<file path="config.mk">
export PLATFORM = sky130hd
export DESIGN_NAME = tlcd_bl_slave
export DESIGN_NICKNAME = d
export VERILOG_FILES = /design/src/rtl/tlcd_pkg.sv /design/src/rtl/tlcd_sync.sv /design/src/rtl/tlcd_spi_rx.sv /design/src/rtl/tlcd_regfile.sv /design/src/rtl/tlcd_backlight.sv /design/src/rtl/tlcd_bl_slave.sv
export SDC_FILE = /design/constraint.sdc
export NUM_CORES = 1
export LEC_CHECK = 0
export ABC_CLOCK_PERIOD_IN_PS = 3350
export BUFFER_PORTS_ARGS = -buffer_cell sky130_fd_sc_hd__clkbuf_2
export CAP_MARGIN = 20
export CORE_ASPECT_RATIO = 2
export CORE_MARGIN = 10
export CORE_UTILIZATION = 63
export CTS_CLUSTER_DIAMETER = 120
export CTS_CLUSTER_SIZE = 30
export DETAILED_ROUTE_END_ITERATION = 7
export MAX_ROUTING_LAYER = met4
export PLACE_DENSITY = 0.81
export SLEW_MARGIN = 20
export SYNTH_ARGS = -nofsm -noshare
export SYNTH_HDL_FRONTEND = slang
export SYNTH_SLANG_ARGS = --single-unit
</file>
<file path="constraint.sdc">
create_clock -name clk -period 3.35 [get_ports clk]
set_input_delay 0.1675 -clock clk [delete_from_list [all_inputs] [get_ports clk]]
set_output_delay 0.1675 -clock clk [all_outputs]
set_load 0.05 [all_outputs]
</file>
<file path="src/rtl/tlcd_pkg.sv">
package tlcd_pkg;
    localparam int WORD_W     = 8;
    localparam int ADDR_PHASE = 1;
    localparam int ADDR_DUTY  = 2;
    localparam int MODE_BIT   = 0;

    typedef enum logic [1:0] {
        ST_IDLE  = 2'd0,
        ST_SHIFT = 2'd1,
        ST_APPLY = 2'd2
    } rx_state_t;
endpackage

</file>
<file path="src/rtl/tlcd_sync.sv">
module tlcd_sync #(
    parameter int           W       = 1,
    parameter int           STAGES  = 2,
    parameter logic [W-1:0] RST_VAL = '0
) (
    input  logic         clk,
    input  logic         rst,
    input  logic [W-1:0] d,
    output logic [W-1:0] q
);
    logic [W-1:0] chain [STAGES];

    for (genvar g = 0; g < STAGES; g++) begin : g_stage
        if (g == 0) begin : g_first
            always_ff @(posedge clk) begin
                if (rst) chain[g] <= RST_VAL;
                else     chain[g] <= d;
            end
        end else begin : g_next
            always_ff @(posedge clk) begin
                if (rst) chain[g] <= RST_VAL;
                else     chain[g] <= chain[g-1];
            end
        end
    end

    assign q = chain[STAGES-1];
endmodule

</file>
<file path="src/rtl/tlcd_spi_rx.sv">
module tlcd_spi_rx
    import tlcd_pkg::*;
#(
    parameter int WW = WORD_W
) (
    input  logic          clk,
    input  logic          rst,
    input  logic          sclk_s,
    input  logic          cs_n_s,
    input  logic          mosi_s,
    output logic          word_vld,
    output logic [WW-1:0] word,
    output rx_state_t     state
);
    localparam int CNT_W = $clog2(WW);

    rx_state_t        state_q, state_n;
    logic             sclk_d;
    logic [CNT_W-1:0] cnt;
    logic [WW-1:0]    sh;
    logic             rise, active, last_bit;

    assign rise     = sclk_s & ~sclk_d;
    assign active   = ~cs_n_s;
    assign last_bit = rise && (cnt == CNT_W'(WW - 1));

    // state register
    always_ff @(posedge clk) begin
        if (rst) state_q <= ST_IDLE;
        else     state_q <= state_n;
    end

    // next state
    always_comb begin
        state_n = state_q;
        unique case (state_q)
            ST_IDLE:  if (active) state_n = ST_SHIFT;
            ST_SHIFT: begin
                if (!active)       state_n = ST_IDLE;
                else if (last_bit) state_n = ST_APPLY;
            end
            ST_APPLY: state_n = active ? ST_SHIFT : ST_IDLE;
            default:  state_n = ST_IDLE;
        endcase
    end

    // bit shifter and counter
    always_ff @(posedge clk) begin
        if (rst) begin
            sclk_d <= 1'b0;
            cnt    <= '0;
            sh     <= '0;
        end else begin
            sclk_d <= sclk_s;
            if (state_q == ST_SHIFT && active) begin
                if (rise) begin
                    sh  <= {sh[WW-2:0], mosi_s};
                    cnt <= cnt + 1'b1;
                end
            end else begin
                cnt <= '0;
            end
        end
    end

    // outputs
    always_comb begin
        word_vld = (state_q == ST_APPLY);
        word     = sh;
        state    = state_q;
    end
endmodule

</file>
<file path="src/rtl/tlcd_regfile.sv">
module tlcd_regfile
    import tlcd_pkg::*;
#(
    parameter int ADDR_W = 3,
    parameter int DATA_W = 5
) (
    input  logic              clk,
    input  logic              rst,
    input  logic              wr_en,
    input  logic [ADDR_W-1:0] wr_addr,
    input  logic [DATA_W-1:0] wr_data,
    input  logic [ADDR_W-1:0] rd_addr,
    output logic [DATA_W-1:0] rd_data,
    output logic              mode_bit
);
    localparam int NREG = 1 << ADDR_W;

    logic [DATA_W-1:0] regs [NREG];

    for (genvar g = 0; g < NREG; g++) begin : g_reg
        always_ff @(posedge clk) begin
            if (rst)
                regs[g] <= '0;
            else if (wr_en && wr_addr == ADDR_W'(g))
                regs[g] <= wr_data;
        end
    end

    assign rd_data  = regs[rd_addr];
    assign mode_bit = regs[ADDR_PHASE][MODE_BIT];
endmodule

</file>
<file path="src/rtl/tlcd_backlight.sv">
module tlcd_backlight
    import tlcd_pkg::*;
#(
    parameter int ADDR_W = 3,
    parameter int DATA_W = 5
) (
    input  logic              clk,
    input  logic              rst,
    input  logic              dim_s,
    input  logic              pwr_s,
    input  logic              wr_en,
    input  logic [ADDR_W-1:0] wr_addr,
    input  logic [DATA_W-1:0] wr_data,
    output logic [DATA_W:0]   level,
    output logic              lit,
    output logic              chg
);
    localparam int               LVL_W   = DATA_W + 1;
    localparam logic [LVL_W-1:0] LVL_RST = {1'b1, {DATA_W{1'b0}}};

    logic [LVL_W-1:0] lvl_q, lvl_n;
    logic             chg_q, duty_wr;

    assign duty_wr = wr_en && (wr_addr == ADDR_W'(ADDR_DUTY));
    assign lvl_n   = {~dim_s, duty_wr ? wr_data : lvl_q[DATA_W-1:0]};

    always_ff @(posedge clk) begin
        if (rst) begin
            lvl_q <= LVL_RST;
            chg_q <= 1'b0;
        end else begin
            lvl_q <= lvl_n;
            chg_q <= pwr_s && (lvl_n != lvl_q);
        end
    end

    assign level = lvl_q;
    assign lit   = pwr_s && (lvl_q != '0);
    assign chg   = chg_q;
endmodule

</file>
<file path="src/rtl/tlcd_bl_slave.sv">
module tlcd_bl_slave
    import tlcd_pkg::*;
#(
    parameter int ADDR_W      = 3,
    parameter int DATA_W      = 5,
    parameter int SYNC_STAGES = 2
) (
    input  logic              clk,
    input  logic              rst,
    input  logic              spi_sclk,
    input  logic              spi_cs_n,
    input  logic              spi_mosi,
    output logic              spi_miso,
    input  logic              bl_dim,
    input  logic              bl_pwr,
    input  logic [ADDR_W-1:0] dbg_addr,
    output logic [DATA_W-1:0] dbg_data,
    output logic [DATA_W:0]   bl_level,
    output logic              bl_on,
    output logic              bl_chg,
    output logic              qvga_mode
);
    localparam int WW = ADDR_W + DATA_W;

    logic [2:0]        spi_s;
    logic [1:0]        bl_s;
    logic              wr_en;
    logic [WW-1:0]     rx_word;
    logic [ADDR_W-1:0] wr_addr;
    logic [DATA_W-1:0] wr_data;
    rx_state_t         rx_state;

    tlcd_sync #(.W(3), .STAGES(SYNC_STAGES), .RST_VAL(3'b010)) u_spi_sync (
        .clk(clk), .rst(rst),
        .d({spi_sclk, spi_cs_n, spi_mosi}), .q(spi_s)
    );

    tlcd_sync #(.W(2), .STAGES(SYNC_STAGES), .RST_VAL(2'b00)) u_bl_sync (
        .clk(clk), .rst(rst),
        .d({bl_dim, bl_pwr}), .q(bl_s)
    );

    tlcd_spi_rx #(.WW(WW)) u_rx (
        .clk(clk), .rst(rst),
        .sclk_s(spi_s[2]), .cs_n_s(spi_s[1]), .mosi_s(spi_s[0]),
        .word_vld(wr_en), .word(rx_word), .state(rx_state)
    );

    assign wr_addr = rx_word[WW-1:DATA_W];
    assign wr_data = rx_word[DATA_W-1:0];

    tlcd_regfile #(.ADDR_W(ADDR_W), .DATA_W(DATA_W)) u_regs (
        .clk(clk), .rst(rst),
        .wr_en(wr_en), .wr_addr(wr_addr), .wr_data(wr_data),
        .rd_addr(dbg_addr), .rd_data(dbg_data), .mode_bit(qvga_mode)
    );

    tlcd_backlight #(.ADDR_W(ADDR_W), .DATA_W(DATA_W)) u_bl (
        .clk(clk), .rst(rst),
        .dim_s(bl_s[1]), .pwr_s(bl_s[0]),
        .wr_en(wr_en), .wr_addr(wr_addr), .wr_data(wr_data),
        .level(bl_level), .lit(bl_on), .chg(bl_chg)
    );

    assign spi_miso = 1'b0;
endmodule

</file>
==> results.py, run 1 <==
metrics = {
    "power": {
        "pwr-share-clk_pct": 37.4,
        "p_leak_nw": 1.245,
        "switching_share_pct": 22.10,
        "internal-power_w": 0.001346,
        "combPwrFrac_pct": 6.9,
        "p_sw_w": 0.0003819,
        "pwr_density_cell_nw_per_um2": 505.7,
        "p_seq_share_pct": 55.7,
        "irDropWorstVdd_mv": 0.5261,
    },
    "cts": {
        "cts_tree": "yes",
        "path_clk_slew_ns": 0.07,
        "root_buffer": "clkbuf_8",
        "cts.sinks": 71,
        "cts_made_buffers": 9,
        "htree_num_levels": 3,
        "clk_path_buf_depth": 2,
        "clk_latency_ns": 0.35,
        "ctsResizeCount": 0,
    },
    "critical_path": {
        "r2r-start": "u_rx.state[1]",
        "path_class": "register to register",
        "ff2ff_setup_slack_ns": 1.34,
        "path_max_fanout": 9,
        "worstPathArrival_ns": 1.99,
        "worstSetupEndpointType": "register",
        "r2r_end": "u_regs.regs[2][3]",
        "crit_end": "u_regs.regs[2][3]",
        "startpoint": "u_rx.state[1]",
        "r2r_cells": 2,
        "crit_required_ns": 3.33,
        "cp-start-kind": "register",
    },
    "detailed_routing": {
        "first_iter_violations": 89,
        "drcViolationCount": 0,
        "viasPerCell": 5.849,
        "drtAntennaViolNets": 0,
        "first_pass_iters": 4,
        "routed_wl_um": 6123,
        "wire_per_inst_um": 18.44,
        "vias": 1942,
    },
    "logic_synthesis": {
        "synthCells": 251,
        "synthFlopType": "edfxtp_1",
        "yosysSeqAreaShare_pct": 59.07,
        "synth_area_sq_um": 3084,
        "syn_area_per_cell_sq_um": 12.29,
        "synth_nets": 263,
        "yosysUniqueCellTypes": 39,
        "ys_warn_count": 0,
        "synth.ff_latch_count": 71,
        "async_reset_ff_share_pct": 0,
        "synth-edff-count": 40,
    },
    "sta": {
        "rsz0062_at_grt": "false",
        "clock_skew_ns": 0.009831,
        "fin_tns_setup_ns": 0,
        "period_needed_ns": 2.012,
        "relSlewSlack_pct": 45.20,
        "drv_slew": 0,
        "fmax_mhz": 497.0,
        "hold_violations": 0,
        "whs_ns": 0.02863,
        "setup_ws_ns": 1.338,
        "fin_crit_sh_pct": 60.06,
        "worst_pin_slew_ns": 0.8104,
        "setup_viol": 0,
    },
    "layout": {
        "mostFrequentLayoutCells": "and2_1 (40), edfxtp_1 (40), dfxtp_1 (31)",
        "syn2layout_area_growth_pct": 10.79,
        "num-nets-final": 282,
        "diodes": 0,
        "drive_gt1_share_pct": 22.18,
    },
    "status": {
        "outcome": "finished clean",
    },
    "placement": {
        "post-place-ws_ns": 1.377,
        "place.gp.congestion": 0.8442,
        "numPortBuffers": 23,
        "dp_hpwl_um": 4561,
    },
    "global_route": {
        "grt_pass1_wl_um": 10060,
        "grt_use_total_pct": 16.11,
        "first_global_vias": 2026,
        "grt_start_max_net_pins": 33,
        "overflow": 0,
        "antenna_found_initial": 0,
    },
    "floorplan": {
        "rows": 36,
        "start_util_pct": 63.99,
        "dieArea_sq_um": 8264,
        "fp.dieH_um": 119.0,
        "core_region_area_sq_um": 4820,
        "die_w_um": 69.48,
        "pin_count": 25,
    },
    "min_path": {
        "min_path_type": "primary input to register",
    },
    "flow_run": {
        "max_cap_violations": 0,
    },
}
[state kept, by name, indices dropped and copies added, names as in the netlist]
signal / count
u_bl.chg: 1
u_rx.word: 8
u_rx.cnt: 3
u_regs.regs: 40
u_rx.state: 2
u_rx.sclk_d: 1
u_spi_sync.chain: 6
u_bl.level: 6
u_bl_sync.chain: 4
[critical path: stages, from the launching register on]
cell and delay [ns]:
dfxtp_1 0.46, or3b_2 0.59, o21ai_0 0.60
[synthesized netlist by cell type (2+ instances only)]
cell	instances	area, sq um
nand2_1	3	11.26
ha_1	2	25.02
or2_2	2	12.51
clkbuf_1	12	45.04
mux4_2	10	225.2
nor2b_1	10	62.56
buf_2	4	20.02
dfxtp_1	31	620.6
nor2_1	8	30.03
o31ai_1	2	15.01
nor3_1	5	25.02
xnor2_1	2	17.52
edfxtp_1	40	1201
o21ai_0	19	95.09
nand2b_1	2	12.51
mux2_2	5	56.30
nand3_1	13	65.06
nor4_1	2	12.51
xor2_1	5	43.79
mux2i_1	2	20.02
and2_1	40	250.2
a21oi_1	15	75.07
[power by group through the flow]
stage	Combinational [W]	Clock [W]	Sequential [W]
4_1_cts	0.000120	0.000658	0.000963
2_1_floorplan	0.0000918	0	0.000977
3_5_place_dp	0.000119	0	0.000982
5_1_grt	0.000126	0.000699	0.000965
6_report	0.000119	0.000646	0.000963
3_3_place_gp	0.000116	0	0.000981
[worst min path at each step]
| stage | start | to | slack [ns] | cells after the start |
|---|---|---|---|---|
| 6_report | spi_mosi | u_spi_sync.chain[0][0] | 0.03 | 2 |
| 5_1_grt | bl_pwr | u_bl_sync.chain[0][0] | 0.03 | 2 |
| 4_1_cts | spi_mosi | u_spi_sync.chain[0][0] | 0.02 | 2 |
| 3_5_place_dp | spi_cs_n | u_spi_sync.chain[0][1] | 0.36 | 2 |
| 3_3_place_gp | spi_cs_n | u_spi_sync.chain[0][1] | 0.35 | 2 |
| 2_1_floorplan | spi_cs_n | u_spi_sync.chain[0][1] | 0.27 | 1 |
[per-layer routing]
layer | wire, um | global-route usage [%] | up-vias
li1 | - | - | 947
met1 | 2002 | 13.30 | 930
met2 | 3693 | 30.46 | 53
met3 | 273 | 4.738 | 12
met4 | 155 | 8.734 | 0
met5 | 0 | - | -
[kinds of logic (layout without fill, tap and decap cells)]
logic type	after synthesis	in the layout	synth area share, %
mux	17	17	9.777
simple gates	94	94	18.74
fa+ha+maj	2	2	0.8112
xor+xnor	7	7	1.988
compound gates	39	39	6.775
flops	71	71	59.07
buf+inv	20	44	2.718
other cells	1	1	0.1216
[through the flow]
step | total power [W] | utilization (%) | area, sq um | cells
global placement | 0.001097 | 66.51 | 3206 | 315
CTS | 0.001741 | 70.90 | 3417 | 332
floorplan | 0.001069 | - | 3084 | 251
detailed placement | 0.001101 | 66.64 | 3212 | 315
finish | 0.001728 | 70.90 | 3417 | 332
global route | 0.001790 | 70.90 | 3417 | 332
[area by class of cell]
type                            count  area [sq um]
Inverter                            3         11.26
Sequential cell                    71          1822
Clock buffer                       14         183.9
Multi-Input combinational cell    160          1185
Tap cell                           57         71.32
Fill cell                         346          1403
Clock inverter                      2         11.26
Timing Repair Buffer               25         132.6
[what timing repair did]
| action | CTS | global route |
|---|---|---|
| endpoints found under the hold margin | 1 | 0 |
| hold buffers | 1 | 0 |
| buffers inserted | 0 | 0 |
Note: power is estimated with default switching activity, not from simulation.
==> run 2, diff against run 1 <==
--- a/config.mk
+++ b/config.mk
@@ -5,17 +5,17 @@
 export SDC_FILE = /design/constraint.sdc
 export NUM_CORES = 1
 export LEC_CHECK = 0
-export ABC_CLOCK_PERIOD_IN_PS = 3350
+export ABC_CLOCK_PERIOD_IN_PS = 1810
 export BUFFER_PORTS_ARGS = -buffer_cell sky130_fd_sc_hd__clkbuf_2
 export CAP_MARGIN = 20
 export CORE_ASPECT_RATIO = 2
 export CORE_MARGIN = 10
-export CORE_UTILIZATION = 63
+export CORE_UTILIZATION = 53
 export CTS_CLUSTER_DIAMETER = 120
 export CTS_CLUSTER_SIZE = 30
 export DETAILED_ROUTE_END_ITERATION = 7
 export MAX_ROUTING_LAYER = met4
-export PLACE_DENSITY = 0.81
+export PLACE_DENSITY = 0.73
 export SLEW_MARGIN = 20
 export SYNTH_ARGS = -nofsm -noshare
 export SYNTH_HDL_FRONTEND = slang
==> constraint.sdc (replaced) <==
create_clock -name clk -period 1.81 [get_ports clk]
set_input_delay 0.0905 -clock clk [delete_from_list [all_inputs] [get_ports clk]]
set_output_delay 0.0905 -clock clk [all_outputs]
set_load 0.05 [all_outputs]
==> results.py, run 2 (synthesis gave the netlist of run 1 again) <==
metrics = {
    "status": {
        "outcome": "finished clean",
    },
    "sta": {
        "setup_viol": 0,
        "hold_violations": 0,
        "clock_skew_ns": 0.005798,
        "drv_slew": 0,
        "rsz0062_at_grt": "false",
        "fmax_mhz": 559.9,
        "fin_crit_sh_pct": 98.68,
        "setup_ws_ns": 0.02393,
        "fin_tns_setup_ns": 0,
        "period_needed_ns": 1.786,
    },
    "critical_path": {
        "r2r_cells": 2,
        "crit_required_ns": 1.72,
        "path_class": "register to output pin",
        "worstPathArrival_ns": 1.70,
        "crit_end": "dbg_data[4]",
        "ff2ff_setup_slack_ns": 0.12,
        "r2r_end": "u_regs.regs[0][1]",
        "cp-start-kind": "register",
        "startpoint": "u_regs.regs[0][4]",
        "worstSetupEndpointType": "output pin",
        "path_max_fanout": 1,
        "r2r-start": "u_rx.state[1]",
    },
    "layout": {
        "mostFrequentLayoutCells": "and2_1 (40), edfxtp_1 (40), dfxtp_1 (31)",
        "design_area_sq_um": 3695,
        "multi_input_area_sq_um": 1190,
        "regMostFlops": "u_regs.regs",
        "num-nets-final": 304,
        "syn2layout_area_growth_pct": 19.80,
        "final_util_pct": 64.72,
        "drive_gt1_share_pct": 26.35,
        "fillCellCount": 445,
        "largest_reg_flops": 40,
        "diodes": 0,
        "layout.area.seq_sq_um": 1822,
    },
    "global_route": {
        "met1_usage_pct": 13.20,
        "grt_use_met3_pct": 4.496,
        "overflow": 0,
        "grt_use_total_pct": 15.56,
        "first_global_vias": 2018,
        "antenna_found_initial": 0,
        "busiest_layer": "met2",
        "use_met2_pct": 27.82,
        "grt_start_max_net_pins": 18,
        "grt_pass1_wl_um": 10490,
    },
    "power": {
        "combPwrFrac_pct": 7.6,
        "internal-power_w": 0.002794,
        "irDropWorstVdd_mv": 1.015,
        "design_power_total_w": 0.003551,
        "pwr_density_cell_nw_per_um2": 961.2,
        "pwr-share-clk_pct": 42.2,
        "switching_share_pct": 21.32,
        "p_leak_nw": 1.391,
        "p_sw_w": 0.0007572,
        "p_seq_share_pct": 50.2,
    },
    "detailed_routing": {
        "viasPerCell": 5.594,
        "first_iter_violations": 134,
        "first_pass_iters": 4,
        "routed_wl_um": 6560,
        "drcViolationCount": 0,
        "wire_per_inst_um": 18.38,
        "drtAntennaViolNets": 0,
        "vias": 1997,
    },
    "cts": {
        "clk_latency_ns": 0.33,
        "cts_tree": "yes",
        "htree_num_levels": 3,
        "path_clk_slew_ns": 0.05,
        "clk_path_buf_depth": 2,
        "cts_setup_buffers": 0,
        "root_buffer": "clkbuf_16",
        "cts.sinks": 71,
        "cts_made_buffers": 9,
    },
    "placement": {
        "numPortBuffers": 23,
        "dp_hpwl_um": 4975,
        "post-place-ws_ns": 0.1288,
        "placed_cell_area_sq_um": 3358,
        "place.gp.congestion": 0.8114,
    },
    "floorplan": {
        "dieArea_sq_um": 9455,
        "pin_count": 25,
        "die_w_um": 73.94,
        "start_util_pct": 54.02,
        "fp.dieH_um": 127.9,
        "core_region_area_sq_um": 5709,
        "rows": 39,
    },
    "min_path": {
        "min_path_type": "primary input to register",
    },
    "flow_run": {
        "max_cap_violations": 0,
    },
}
run 2: cell types whose count changed in the layout (fill, tap and decap cells not counted), moves of 2 or more:
cell           change
buf_8              +2
clkbuf_8           -9
clkbuf_1           +2
clkbuf_16          +8
dlygate4sd3_1      +3
clkbuf_2           -5
buf_4             +19
run 2: metal layers:
layer  up-vias  wire (um)
li1        981          -
met1       960       2208
met2        44       3859
met3        12        217
met4         0        274
met5         -          0
run 2: how the worst min path moves through the flow:
stage | start | to | cells after the start
floorplan | spi_cs_n | u_spi_sync.chain[0][1] | 1
finish | bl_dim | u_bl_sync.chain[0][1] | 2
CTS | bl_dim | u_bl_sync.chain[0][1] | 2
global placement | spi_cs_n | u_spi_sync.chain[0][1] | 2
detailed placement | spi_cs_n | u_spi_sync.chain[0][1] | 2
global route | bl_dim | u_bl_sync.chain[0][1] | 2
run 2: final cells by class:
class | count | share of cell area [%]
clock buffer | 13 | 6.502
clock inverter | 2 | 0.2709
inverter | 3 | 0.3048
multi-input combinational | 160 | 32.20
sequential | 71 | 49.31
tap | 61 | 2.066
timing repair buffer | 47 | 9.346
run 2: per-stage QoR:
step | hold slack [ns] | instances
4_1_cts | 0.03831 | 357
2_1_floorplan | 0.1943 | 251
5_1_grt | 0.04804 | 357
6_report | 0.03316 | 357
3_5_place_dp | 0.2921 | 338
3_3_place_gp | 0.2773 | 338
run 2: critical path: stages (launching register included):
cell and delay, ns:
edfxtp_1 0.40, mux4_2 0.49, mux2_2 0.29, clkbuf_8 0.18
run 2: power groups by stage:
stage / registers [W] / clock network, W / logic (W)
after floorplan: 0.00181 / 0 / 0.000170
after global placement: 0.00181 / 0 / 0.000236
after detailed placement: 0.00182 / 0 / 0.000241
after CTS: 0.00178 / 0.00153 / 0.000269
after global routing: 0.00179 / 0.00160 / 0.000287
final: 0.00178 / 0.00150 / 0.000270
run 2: what timing repair did:
| action | in CTS | in global routing |
|---|---|---|
| endpoints found under the hold margin | 4 | 0 |
| gates resized for setup | 9 | 3 |
| endpoints found under the setup margin | 5 | 7 |
| hold buffers | 4 | 0 |
